### src/rtl/tmon_pkg.sv
package tmon_pkg;

    localparam int unsigned FLAG_N = 6;

    localparam int unsigned F_ALATE = 0;
    localparam int unsigned F_DLATE = 1;
    localparam int unsigned F_SPARE0 = 2;
    localparam int unsigned F_SPARE1 = 3;
    localparam int unsigned F_RSVD  = 4;
    localparam int unsigned F_TERR  = 5;

    typedef enum logic {
        SEL_LIMIT = 1'b0,
        SEL_EVENT = 1'b1
    } reg_sel_e;

endpackage

### src/rtl/tmon_tenure_timer.sv
module tmon_tenure_timer #(
    parameter int unsigned LIMIT_W = 16,
    parameter int unsigned PRE_W   = 7
) (
    input  logic               clk,
    input  logic               rst_n,
    input  logic               open_i,
    input  logic               close_i,
    input  logic [LIMIT_W-1:0] limit_i,
    output logic               expire_o
);

    typedef struct packed {
        logic               busy;
        logic               done;
        logic [PRE_W-1:0]   pre;
        logic [LIMIT_W-1:0] cnt;
    } tstate_t;

    tstate_t st_d, st_q;

    always_comb begin
        st_d     = st_q;
        expire_o = 1'b0;
        if (open_i) begin
            st_d      = '0;
            st_d.busy = 1'b1;
        end else if (close_i) begin
            st_d = '0;
        end else if (st_q.busy && !st_q.done) begin
            st_d.pre = st_q.pre + 1'b1;
            if (&st_q.pre) begin
                st_d.cnt = st_q.cnt + 1'b1;
                if ((limit_i != '0) && (st_d.cnt >= limit_i)) begin
                    expire_o  = 1'b1;
                    st_d.done = 1'b1;
                end
            end
        end
    end

    always_ff @(posedge clk) begin
        if (!rst_n) begin
            st_q <= '0;
        end else begin
            st_q <= st_d;
        end
    end

endmodule

### src/rtl/tmon_limit_reg.sv
module tmon_limit_reg #(
    parameter int unsigned REG_W = 32
) (
    input  logic             clk,
    input  logic             rst_n,
    input  logic             we_i,
    input  logic [REG_W-1:0] wdata_i,
    output logic [REG_W-1:0] value_o
);

    typedef struct packed {
        logic [REG_W-1:0] val;
    } lstate_t;

    lstate_t st_d, st_q;

    always_comb begin
        st_d = st_q;
        if (we_i) begin
            st_d.val = wdata_i;
        end
    end

    always_ff @(posedge clk) begin
        if (!rst_n) begin
            st_q <= '0;
        end else begin
            st_q <= st_d;
        end
    end

    assign value_o = st_q.val;

endmodule

### src/rtl/tmon_event_reg.sv
module tmon_event_reg #(
    parameter int unsigned FLAG_N = 6
) (
    input  logic              clk,
    input  logic              rst_n,
    input  logic [FLAG_N-1:0] set_i,
    input  logic [FLAG_N-1:0] clr_i,
    output logic [FLAG_N-1:0] flags_o
);

    typedef struct packed {
        logic [FLAG_N-1:0] flags;
    } estate_t;

    estate_t st_d, st_q;

    always_comb begin
        st_d = st_q;
        for (int i = 0; i < int'(FLAG_N); i++) begin
            if (set_i[i]) begin
                st_d.flags[i] = 1'b1;
            end else if (clr_i[i]) begin
                st_d.flags[i] = 1'b0;
            end
        end
    end

    always_ff @(posedge clk) begin
        if (!rst_n) begin
            st_q <= '0;
        end else begin
            st_q <= st_d;
        end
    end

    assign flags_o = st_q.flags;

endmodule

### src/rtl/tenure_timeout_monitor.sv
module tenure_timeout_monitor
    import tmon_pkg::*;
#(
    parameter int unsigned LIMIT_W = 16,
    parameter int unsigned PRE_W   = 7
) (
    input  logic                   clk,
    input  logic                   rst_n,
    input  logic                   reg_wr_en,
    input  logic                   reg_sel,
    input  logic [2*LIMIT_W-1:0]   reg_wdata,
    output logic [2*LIMIT_W-1:0]   reg_rdata,
    input  logic                   addr_start,
    input  logic                   addr_end,
    input  logic                   data_start,
    input  logic                   data_end,
    input  logic                   xfer_err,
    input  logic                   rsvd_type,
    output logic [FLAG_N-1:0]      event_flags,
    output logic                   irq
);

    localparam int unsigned REG_W  = 2 * LIMIT_W;
    localparam int unsigned TMR_N  = 2;

    logic [REG_W-1:0]   limit_q;
    logic [TMR_N-1:0]   t_open, t_close, t_exp;
    logic [LIMIT_W-1:0] t_lim [TMR_N];
    logic [FLAG_N-1:0]  set_vec, clr_vec;
    logic               lim_we;

    // Timer 0 watches the address phase, timer 1 the data phase.
    assign t_open  = {data_start, addr_start};
    assign t_close = {data_end, addr_end};
    assign lim_we  = reg_wr_en && (reg_sel_e'(reg_sel) == SEL_LIMIT);

    tmon_limit_reg #(.REG_W(REG_W)) i_limit (
        .clk     (clk),
        .rst_n   (rst_n),
        .we_i    (lim_we),
        .wdata_i (reg_wdata),
        .value_o (limit_q)
    );

    generate
        for (genvar g = 0; g < int'(TMR_N); g++) begin : g_timer
            assign t_lim[g] = limit_q[g*LIMIT_W +: LIMIT_W];
            tmon_tenure_timer #(.LIMIT_W(LIMIT_W), .PRE_W(PRE_W)) i_timer (
                .clk      (clk),
                .rst_n    (rst_n),
                .open_i   (t_open[g]),
                .close_i  (t_close[g]),
                .limit_i  (t_lim[g]),
                .expire_o (t_exp[g])
            );
        end
    endgenerate

    always_comb begin
        set_vec           = '0;
        set_vec[F_ALATE]  = t_exp[0];
        set_vec[F_DLATE]  = t_exp[1];
        set_vec[F_RSVD]   = rsvd_type;
        set_vec[F_TERR]   = xfer_err;
        clr_vec           = '0;
        if (reg_wr_en && (reg_sel_e'(reg_sel) == SEL_EVENT)) begin
            clr_vec = reg_wdata[FLAG_N-1:0];
        end
    end

    tmon_event_reg #(.FLAG_N(FLAG_N)) i_event (
        .clk     (clk),
        .rst_n   (rst_n),
        .set_i   (set_vec),
        .clr_i   (clr_vec),
        .flags_o (event_flags)
    );

    always_comb begin
        if (reg_sel_e'(reg_sel) == SEL_EVENT) begin
            reg_rdata = {{(REG_W-FLAG_N){1'b0}}, event_flags};
        end else begin
            reg_rdata = limit_q;
        end
    end

    assign irq = |event_flags;

endmodule

### config.mk
export PLATFORM = sky130hd
export DESIGN_NAME = tenure_timeout_monitor
export DESIGN_NICKNAME = d
export VERILOG_FILES = /design/src/rtl/tmon_pkg.sv /design/src/rtl/tmon_tenure_timer.sv /design/src/rtl/tmon_limit_reg.sv /design/src/rtl/tmon_event_reg.sv /design/src/rtl/tenure_timeout_monitor.sv
export SDC_FILE = /design/constraint.sdc
export NUM_CORES = 1
export LEC_CHECK = 0
export BUFFER_PORTS_ARGS = -buffer_cell sky130_fd_sc_hd__buf_2
export CAP_MARGIN = 20
export CORE_UTILIZATION = 35
export DETAILED_ROUTE_END_ITERATION = 8
export PLACE_DENSITY = 0.64
export SLEW_MARGIN = 0
export SYNTH_ARGS = -nofsm -noshare
export SYNTH_HDL_FRONTEND = slang
export SYNTH_SLANG_ARGS = --single-unit
export TNS_END_PERCENT = 30
### constraint.sdc
create_clock -name clk -period 2.9 [get_ports clk]
set_clock_uncertainty 0.05 [all_clocks]
set_input_delay 0 -clock clk [delete_from_list [all_inputs] [get_ports clk]]
set_output_delay 0 -clock clk [all_outputs]
set_load 0.02 [all_outputs]
# Word-level counts from Yosys, hierarchy flattened
# Cells that the tools add are included.
word_totals:
  output_inout_bits: 39
  elab_cells: 80
  ff_bits: 86
  in_bits: 42
classes:
  n_reduce_logical: 25
  n_mux: 34
  n_bitwise: 2
  magnitude_cmp: 2
  add_sub_neg: 4
ops:
  columns: ["op", "n"]
  rows:
  - ["$mux 24", 4]
  - ["$mux 25", 2]
  - ["$add 16x1->16 const B", 2]
  - ["$ge 16x16->1", 2]
  - ["$mux 16", 2]
  - ["$mux 32", 1]
  - ["$reduce_bool 16->1", 2]
  - ["$mux 1", 24]
  - ["$reduce_and 9->1", 2]
  - ["$reduce_and 8->1", 2]
  - ["$add 7x1->7 const B", 2]
  - ["$reduce_and 7->1", 2]
  - ["$reduce_bool 2->1", 6]
  - ["$logic_and 1x1->1", 6]
  - ["$mux 6", 1]
  - ["$reduce_or 3->1", 2]
  - ["$reduce_or 4->1", 1]
  - ["$logic_not 1->1", 2]
  - ["$not 1->1", 2]

# Longest topological paths before layout
# Gate-level depths: netlist (run 1).
depth:
  depth_word: 9
  mapped_depth: 12
  depth_no_buf: 12

# By module
# A second synthesis (run 1) with hierarchy kept.
unflattened:
  cells_unflattened: 592
  area_unflattened_um2: 5293.8
modules_own_cells:
  columns: ["module", "area_per_inst_um2", "seq_area_each_um2", "instances", "cells_each"]
  rows:
  - ["tmon_tenure_timer", 1739.2, 500.5, 2, 212]
  - ["tmon_limit_reg", 1243.7, 640.6, 1, 103]
  - ["tenure_timeout_monitor", 324.1, 0.0, 1, 47]
  - ["tmon_event_reg", 247.7, 120.1, 1, 18]

# Worst setup path before layout (run 1)
# Ideal clock, no wire load.
synth_timing:
  path_type: "reg-to-reg"
  from: "reg g_timer[0].i_timer.st_q[4] in the netlist's numbering"
  to: "reg g_timer[0].i_timer.st_q[23] in the netlist's numbering"
  path_stages_with_launch: 13
  setup_time_ns: 0.058
  required_time_ns: 2.792
  synth_period_minus_slack_ns: 2.890
  path_buffers: 1
  path_slack_ns: 0.010
  t_arrival_ns: 2.782
  cell_sequence: "dfxtp_1 nand2_2 or4_4 buf_6 or2_4 nor2_1 xor2_1 ha_1 nand4_1 nor3_1 o2111ai_1 a311oi_1 a31o_2"
synth_via:
  elab_chain_len: 4
synth_lines:
  columns: ["element", "line", "rtl"]
  rows:
  - ["from (decl)", "tmon_tenure_timer.sv:20", "tstate_t st_d, st_q;"]
  - ["from (signal assigned)", "tmon_tenure_timer.sv:46", "st_q <= st_d;"]
  - ["$add 16x1->16", "tmon_tenure_timer.sv:33", "st_d.cnt = st_q.cnt + 1'b1;"]
  - ["$ge 16x16->1", "tmon_tenure_timer.sv:34", "if ((limit_i != '0) && (st_d.cnt >= limit_i)) begin"]
  - ["$logic_and 1x1->1", "tmon_tenure_timer.sv:34", null]
  - ["$reduce_and 9->1 (no source line)", null, null]
# No other way between the ends.
# A chain may end at the register's enable or synchronous reset.

# Final worst setup path (run 1)
layout_timing:
  from: "reg g_timer[0].i_timer.st_q[3] in the netlist's numbering"
  to: "reg g_timer[0].i_timer.st_q[23] in the netlist's numbering"
# The elaborated chain is that of the path after synthesis.

==> impl_metrics.toml, run 1 <==
[run]
cap_violations = 0

[detailed_routing]
met3WireLength_um = 507
wl_per_cell_um = 13.1
drt.antenna.violating_nets = 0
viasPerCell = 4.79
drtIter0Drc = 169
dr_wl_met2_um = 5720
routed.top_layer = "met4"
vias = 4432
wl_met1_um = 5710
first_pass_iters = 4
routed_wl_um = 12100
drcViolationCount = 0

[power_and_ir_drop]
leakage_nw = 2.69
pwr_density_cell_nw_per_um2 = 434
ir_worst_vdd_uv = 248

[critical_path]
crit_arrival_ns = 3.04
max_stage_delay_ns = 0.52
start_kind = "register"
cp.required_ns = 3.13
cp_common_cell = "nand4_1"
crit_buf_inv = 0
path_class = "register to register"
critPathSlowestCell = "or4_4"
crit_family = "simple AND/OR/NAND/NOR gates"
crit_chain = "nand4_1 -> or4_4 -> or2_4 -> nor2_2 -> xor2_1 -> ha_1 -> nand4_1 -> nor3_2 -> a21oi_1 -> a311oi_2 -> a31o_2"
cp-end-kind = "register"
cp_max_fo = 3

[clock_tree]
htreeDepth = 3
clk_pin_slew_worst_paths_ns = 0.06
clk_latency_ns = 0.34
clock-sinks = 86
cts_setup_buffers = 0
cts_tree = "yes"
cts_root_buf = "clkbuf_16"
clock_path_buffers = 2
cts_made_buffers = 9

[grt]
track_usage = 0.178
grt_pass1_wl_um = 20400
first_global_vias = 4322
antenna_found_initial = 0
grt_max_degree = 43
grt-ovfl-total = 0

[logic_synthesis]
synth_area_sq_um = 4890
syn_area_per_cell_sq_um = 7.91
ys_ff_latch = 86
postSynthCellCount = 619
synthDistinctLibCells = 43
yosys_warnings = 0
synth-seq-area-share = 0.352

[floorplanning]
ios = 81
start_util = 0.364
row_count = 42
die-area_sq_um = 14500
die_w_um = 120
die_h_um = 120
core_sq_um = 13500

[cells_and_area]
layout.cells.non_filler = 925
nets = 822
multi_input_area_sq_um = 2980
ff_latch_area_sq_um = 1720
fillers = 1326
area_growth_pct = 29.6
n_antenna_cell = 0
final_layout_size_suffix_gt1_frac = 0.190

[timing]
relSlewSlack = 0.476
rsz0062_at_grt = "yes"
setup_viol = 0
worst_pin_slew_ns = 0.784
slew_viol_final = 0
whs_ns = 0.0185
clock.fmax_ghz = 0.356
period_needed_ns = 2.81
hold_viol = 0
fin_crit_sh = 0.968

[place]
place_inst = 869
routabilityCongestion = 0.804
dpl.hpwl_um = 8750
portBuffers = 78

[run_status]
status = "finished clean"

[worst_hold_path]
hold_class = "primary input to register"
-- cells by family after synthesis --
family          Yosys count  share of synthesized area
compound gates           83                      0.112
other cells               1                   0.000766
fa+ha+maj                36                     0.0920
xor+xnor                 64                      0.115
buf+inv                  63                     0.0519
mux                       4                    0.00844
simple gates            282                      0.268
flops                    86                      0.352
-- Yosys cell counts, drive strengths merged --
master   instances  share of area
nand2          111          0.086
dfxtp           86           0.35
nor2            81          0.062
ha              36          0.092
xor2            35          0.063
inv             33          0.025
a21boi          32          0.049
xnor2           29          0.052
clkbuf          24          0.018
a21oi           23          0.024
nand4           17          0.023
nand3           14          0.015
o21ai           13          0.013
nor4            12          0.021
and3            11          0.014
nor3            10          0.010
nor2b            8          0.010
buf              6         0.0082
nand2b           6         0.0077
or3              5         0.0064
a31o             4         0.0072
o21a             4         0.0061
mux2i            3         0.0061
or4              3         0.0054
a2111o           2         0.0046
and4             2         0.0036
o2111ai          2         0.0036
a21o             1         0.0015
a311oi           1         0.0018
a31oi            1         0.0013
and2             1         0.0013
conb             1        0.00077
mux2             1         0.0023
or2              1         0.0018
-- timing repair --
action                                  in CTS  in global routing
endpoints found under the hold margin       38                  0
resized for setup                            2                 10
gates cloned                                 0                  0
hold buffers                                40                  0
pin swaps                                    0                  4
endpoints found under the setup margin       2                  4
-- sequential cells by signal, indices dropped and copies added (netlist names) --
register and flops:
g_timer.i_timer.st_q 50, i_event.flags_o 4, i_limit.value_o 32
-- placed cells by master, fill, tap and decap left out, types with 9 or more instances in the layout --
cell             n
nor4_1           9
ha_1            36
and3_1          10
a21boi_0        32
xnor2_1         29
o21ai_0         13
buf_2           78
dlygate4sd3_1   40
nor2_1          79
nand2_1        110
nand4_1         16
xor2_1          35
clkbuf_16        9
inv_1           33
buf_4           25
a21oi_1         23
nand3_1         12
dfxtp_1         85
-- per-layer routing --
layer | up-vias | global-route usage
li1 | 2312 | -
met1 | 2019 | 0.220
met2 | 88 | 0.306
met3 | 13 | 0.0382
met4 | 0 | 0.0586
met5 | - | 0
-- layout make-up --
type                    count  share of cell area
flip-flops and latches     86               0.272
clock inverters             4              0.0110
inverters                  33              0.0195
multi-input cells         471               0.470
clock buffers              12              0.0389
repair buffers            143               0.154
well taps                 176              0.0347
-- final timing paths --
check                                   from                           to  slack, ns  cells after the start
hold reg to reg          i_limit.value_o[29]          i_limit.value_o[29]       0.43                      2
setup / recovery  g_timer[0].i_timer.st_q[3]  g_timer[0].i_timer.st_q[23]       0.09                     11
hold / removal                     reg_wr_en           i_event.flags_o[0]       0.02                      3
setup reg to reg  g_timer[0].i_timer.st_q[3]  g_timer[0].i_timer.st_q[23]       0.09                     11
-- report_power, final --
group	leakage (nW)	internal [W]	switching, W
combinational	1.83	0.000130	0.000154
clock	0.157	0.000776	0.000463
sequential	0.698	0.00121	0.0000208
-- per-stage QoR --
stage / TNS (ns) / area [sq um] / utilization / total power, W / worst slack, ns
floorplan: 0 / 4900 / - / 0.00140 / 0.00995
global placement: 0 / 5570 / 0.414 / 0.00149 / 0.0314
detailed placement: -0.0392 / 5570 / 0.414 / 0.00149 / -0.0207
CTS: 0 / 6300 / 0.468 / 0.00278 / 0.0387
global route: -0.0499 / 6340 / 0.471 / 0.00287 / -0.0260
finish: 0 / 6340 / 0.471 / 0.00275 / 0.0936
-- tightest hold or removal path, delay by kind of cell --
kind            cells  cell delay (ns)
simple gates        1             0.09
buf+inv             1             0.14
compound gates      1             0.15
No activity file was read; power rests on OpenSTA's default activity.
==> run 2, diff against run 1 <==
--- a/config.mk
+++ b/config.mk
@@ -7,9 +7,12 @@
 export LEC_CHECK = 0
 export BUFFER_PORTS_ARGS = -buffer_cell sky130_fd_sc_hd__buf_2
 export CAP_MARGIN = 20
-export CORE_UTILIZATION = 35
+export CELL_PAD_IN_SITES_DETAIL_PLACEMENT = 0
+export CELL_PAD_IN_SITES_GLOBAL_PLACEMENT = 2
+export CORE_UTILIZATION = 30
 export DETAILED_ROUTE_END_ITERATION = 8
-export PLACE_DENSITY = 0.64
+export GPL_TIMING_DRIVEN = 0
+export PLACE_DENSITY = 0.85
 export SLEW_MARGIN = 0
 export SYNTH_ARGS = -nofsm -noshare
 export SYNTH_HDL_FRONTEND = slang
==> run 2 against run 1 <==
Sequential share of layout area down 0.19 points; utilization is 5.9 points lower; highest routed layer is now met5; first-iteration DRC count rose by 2.4%; flip-flop and latch count did not move; cell area is 3.3% higher.
==> impl_metrics.toml, run 2 (synthesis gave the netlist of run 1 again) <==
[cells_and_area]
n_antenna_cell = 0
area_growth_pct = 33.9
final_layout_size_suffix_gt1_frac = 0.197
top_register = "g_timer.i_timer.st_q"
largest_reg_flops = 50
layout_common_cells = "nand2_1, nor2_1, buf_2"
postLayoutCoreUtil = 0.413
final_common_cell = "nand2_1"
nets = 840

[critical_path]
worstSetupEndpoint = "i_event.flags_o[0]"
r2r_setup_slack_ns = 0.06
path_class = "register to register"
r2r_cells = 11
r2r_end = "i_event.flags_o[0]"
critPathLaunch = "g_timer[0].i_timer.st_q[7]"
cp.required_ns = 3.14
reg2reg_from = "g_timer[0].i_timer.st_q[7]"
cp-end-kind = "register"
cp_max_fo = 5
start_kind = "register"
crit_arrival_ns = 3.08

[power_and_ir_drop]
finalPower_w = 0.00281
pwr_density_cell_nw_per_um2 = 428
leakage_nw = 2.73
ir_worst_vdd_uv = 283

[place]
portBuffers = 78
routabilityCongestion = 0.861
dpl.hpwl_um = 9960

[floorplanning]
ios = 81
die_w_um = 130
die_h_um = 130
die-area_sq_um = 16800
row_count = 46
core_sq_um = 15900
start_util = 0.308

[grt]
first_global_vias = 4531
track_usage = 0.166
grt_pass1_wl_um = 21700
antenna_found_initial = 1
grt-ovfl-total = 0
grt_max_degree = 15

[detailed_routing]
wl_met1_um = 5880
viasPerCell = 4.59
drtIter0Drc = 173
routed_wl_um = 13000
vias = 4512
drcViolationCount = 0
first_pass_iters = 4
wl_per_cell_um = 13.3
met3WireLength_um = 576
routed.top_layer = "met5"
dr_wl_met2_um = 6400
drt.antenna.violating_nets = 0

[timing]
hold_viol = 0
slew_viol_final = 0
period_needed_ns = 2.84
clock.fmax_ghz = 0.352
relSlewSlack = 0.641
worst_pin_slew_ns = 0.538
fin_crit_sh = 0.978
setup_viol = 0
rsz0062_at_grt = "yes"

[clock_tree]
clk_latency_ns = 0.34
cts_made_buffers = 9
clock-sinks = 86
cts_root_buf = "clkbuf_16"
htreeDepth = 3
cts_tree = "yes"
clock_path_buffers = 2
clk_pin_slew_worst_paths_ns = 0.06

[worst_hold_path]
min_from = "addr_end"
hold_class = "primary input to register"
whs_path_depth = 3

[run_status]
status = "finished clean"

[run]
cap_violations = 0
[run 2: cell count changes in the layout (fill, tap and decap cells not counted), moves of 2 or more]
cell / before / now
nor3_2: 3 / 1
clkbuf_1: 2 / 24
dfxtp_1: 85 / 69
nand3_2: 2 / 0
buf_4: 25 / 13
nor3_4: 0 / 3
dlygate4sd3_1: 40 / 43
buf_6: 0 / 2
dfxtp_2: 1 / 7
dfxtp_4: 0 / 10
[run 2: metal layers]
layer	GRT usage	vias to the layer above
met2	0.293	87
li1	-	2336
met5	0	-
met1	0.200	2073
met3	0.0406	14
met4	0.0431	2
[run 2: worst max-delay path, cell delays in order, from the launching register on]
cell       delay [ns]
dfxtp_4          0.38
nand4_4          0.12
or4_4            0.56
or2_4            0.27
nor2_4           0.10
xor2_1           0.08
ha_1             0.32
nand4_1          0.13
nor3_2           0.16
o2111ai_1        0.14
a311oi_2         0.31
a31o_2           0.16
[run 2: worst min path at each step]
stage	end	slack [ns]
finish	g_timer[0].i_timer.st_q[23]	0.02
global route	g_timer[0].i_timer.st_q[23]	0.04
CTS	g_timer[0].i_timer.st_q[23]	0.01
detailed placement	g_timer[0].i_timer.st_q[24]	0.18
global placement	g_timer[0].i_timer.st_q[24]	0.18
floorplan	g_timer[0].i_timer.st_q[24]	0.07
[run 2: layout make-up]
cell class              instances  area (sq um)
fillers                      1665          9330
well taps                     216           270
clock buffers                  11           253
multi-input cells             471          3020
repair buffers                132           903
inverters                      33           124
plain buffers                  29           131
clock inverters                 5          81.3
flip-flops and latches         86          1770
[run 2: timing repair]
| item | in CTS | in global routing |
|---|---|---|
| cloned | 0 | 0 |
| endpoints found under the hold margin | 39 | 0 |
| pin swaps | 11 | 9 |
| buffers inserted | 6 | 5 |
| hold buffers | 43 | 0 |
| setup endpoints to repair | 4 | 4 |
| gates resized for setup | 25 | 28 |
[run 2: metrics by stage]
| stage | hold slack, ns | TNS, ns | cell area [sq um] | setup slack (ns) | cells |
|---|---|---|---|---|---|
| 2_1_floorplan | 0.0738 | 0 | 4900 | 0.00995 | 620 |
| 3_3_place_gp | 0.180 | -2.09 | 5560 | -0.583 | 914 |
| 3_5_place_dp | 0.180 | -2.27 | 5560 | -0.635 | 914 |
| 4_1_cts | 0.0140 | -0.00286 | 6420 | -0.00286 | 978 |
| 5_1_grt | 0.0429 | -0.297 | 6550 | -0.104 | 983 |
| 6_report | 0.0182 | 0 | 6550 | 0.0625 | 983 |
[run 2: where the power goes]
group / switching (W) / leakage, nW / internal, W
clock: 0.000488 / 0.162 / 0.000802
sequential: 0.0000208 / 0.709 / 0.00120
combinational: 0.000163 / 1.86 / 0.000136
total: 0.000672 / 2.73 / 0.00213
==> run 3, diff against run 2 <==
--- a/config.mk
+++ b/config.mk
@@ -12,7 +12,7 @@
 export CORE_UTILIZATION = 30
 export DETAILED_ROUTE_END_ITERATION = 8
 export GPL_TIMING_DRIVEN = 0
-export PLACE_DENSITY = 0.85
+export PLACE_DENSITY_LB_ADDON = 0.1
 export SLEW_MARGIN = 0
 export SYNTH_ARGS = -nofsm -noshare
 export SYNTH_HDL_FRONTEND = slang
==> run 3 against run 2 <==
The flow now finishes with violations (negative setup slack); highest routed layer is now met4; wire length increased by 4.7%; critical path type unchanged; combinational power about the same; first-iteration DRC count is 2.3% lower.
==> impl_metrics.toml, run 3 (synthesis gave the netlist of run 1 again) <==
[floorplanning]
core_sq_um = 15900
row_count = 46
die_w_um = 130
die-area_sq_um = 16800
die_h_um = 130
ios = 81
start_util = 0.308

[clock_tree]
htreeDepth = 3
clk_pin_slew_worst_paths_ns = 0.06
clock-sinks = 86
cts_root_buf = "clkbuf_16"
clk_latency_ns = 0.34
clock_path_buffers = 2
cts_made_buffers = 9
cts_tree = "yes"

[cells_and_area]
design_area_sq_um = 6420
largest_reg_flops = 50
multi_input_area_sq_um = 3000
ff_latch_area_sq_um = 1760
layout.cells.non_filler = 979
final_common_cell = "nand2_1"
area_growth_pct = 31.3
layout_common_cells = "nand2_1, nor2_1, buf_2"
n_antenna_cell = 0
fillers = 1678
final_layout_size_suffix_gt1_frac = 0.185
top_register = "g_timer.i_timer.st_q"
nets = 836

[detailed_routing]
routed_wl_um = 13700
viasPerCell = 4.57
drtIter0Drc = 169
drcViolationCount = 0
wl_per_cell_um = 14.0
drt.antenna.violating_nets = 0
vias = 4471
first_pass_iters = 5

[timing]
period_needed_ns = 2.91
worst_pin_slew_ns = 0.582
fin_crit_sh = 1.00
slew_viol_final = 0
clock.fmax_ghz = 0.344
rsz0062_at_grt = "yes"
postLayoutSetupSlackWorst_ns = -0.00751
relSlewSlack = 0.612
setup_viol = 2
hold_viol = 0

[critical_path]
crit_buf_inv = 0
reg2reg_from = "g_timer[0].i_timer.st_q[7]"
crit_arrival_ns = 3.14
cp-end-kind = "register"
crit_chain = "nand4_4 -> or4_4 -> or2_4 -> nor2_2 -> xor2_1 -> ha_1 -> nand4_1 -> nor3_2 -> o2111ai_1 -> a311oi_2 -> a31o_2"
cp.required_ns = 3.13
path_class = "register to register"
critPathSlowestCell = "or4_4"
start_kind = "register"
max_stage_delay_ns = 0.51
cp_max_fo = 7
crit_family = "simple AND/OR/NAND/NOR gates"
critPathLaunch = "g_timer[0].i_timer.st_q[7]"

[grt]
grtUsageMet2 = 0.332
use_met3 = 0.0406
grt_use_met1 = 0.193
antenna_found_initial = 0
grt-ovfl-total = 0
grt_max_degree = 15
grt_pass1_wl_um = 22100
track_usage = 0.173
top_usage_layer = "met2"
first_global_vias = 4462

[power_and_ir_drop]
p_sw_frac = 0.256
pwr_density_cell_nw_per_um2 = 406
ir_worst_vdd_uv = 333
power.switching_w = 0.000667
finalPower_w = 0.00261
clockPowerShare = 0.418
leakage_nw = 2.67
power_frac_comb = 0.113
pwr-share-seq = 0.469
p_int_w = 0.00194

[place]
dpl-instance-area_sq_um = 5560
dpl.hpwl_um = 10400
preCtsSetupSlack_ns = -0.684
portBuffers = 78
place_inst = 914
routabilityCongestion = 0.716

[worst_hold_path]
min_from = "addr_end"
hold_class = "primary input to register"

[run_status]
status = "finished, violations left"
violations = "negative setup slack"

[run]
cap_violations = 0
run 3: cell types whose count changed in the layout (fill, tap and decap cells not counted), moves of 2 or more:
cell / previous run / this run
dfxtp_4: 10 / 6
buf_4: 13 / 10
buf_6: 2 / 0
bufinv_16: 2 / 0
dfxtp_1: 69 / 71
dfxtp_2: 7 / 9
run 3: area by class of cell:
cell class | instances | area share
clock inverter | 5 | 0.00545
tap | 216 | 0.0421
multi-input combinational | 471 | 0.467
inverter | 33 | 0.0193
timing repair buffer | 128 | 0.136
clock buffer | 11 | 0.0378
buffer | 29 | 0.0193
sequential | 86 | 0.273
run 3: stage by stage:
| stage | hold WS, ns | TNS (ns) | utilization |
|---|---|---|---|
| floorplan | 0.0738 | 0 | - |
| global placement | 0.185 | -2.33 | 0.350 |
| detailed placement | 0.197 | -2.47 | 0.350 |
| CTS | 0.0379 | -0.0289 | 0.402 |
| global route | 0.0548 | -0.527 | 0.404 |
| finish | 0.0582 | -0.0108 | 0.404 |
run 3: metal layers:
metal	vias to the layer above	wire length, um
li1	2337	-
met1	2072	5850
met2	55	7250
met3	7	453
met4	0	112
met5	-	0
run 3: worst paths after layout:
path         depth (start not counted)  slack [ns]                           to
max reg2reg                         11      -0.008           i_event.flags_o[0]
max                                 11      -0.008           i_event.flags_o[0]
min                                  3        0.06  g_timer[0].i_timer.st_q[23]
min reg2reg                          1        0.41  g_timer[1].i_timer.st_q[23]
run 3: worst min-delay path, cell delays in order:
cell and delay, ns:
buf_2 0.12, nor2_1 0.13, a31o_2 0.16
run 3: power groups by stage:
stage	Combinational, W	Sequential, W	Clock [W]
after floorplan	0.000152	0.00125	0
after global placement	0.000247	0.00125	0
after detailed placement	0.000251	0.00125	0
after CTS	0.000301	0.00122	0.00114
after global routing	0.000332	0.00122	0.00118
final	0.000296	0.00122	0.00109
run 3: timing repair:
item	CTS	global route
endpoints found under the setup margin	4	4
hold endpoints to repair	39	0
hold buffers	43	0
resized for setup	31	7
setup buffers	7	0
pin swaps	10	2
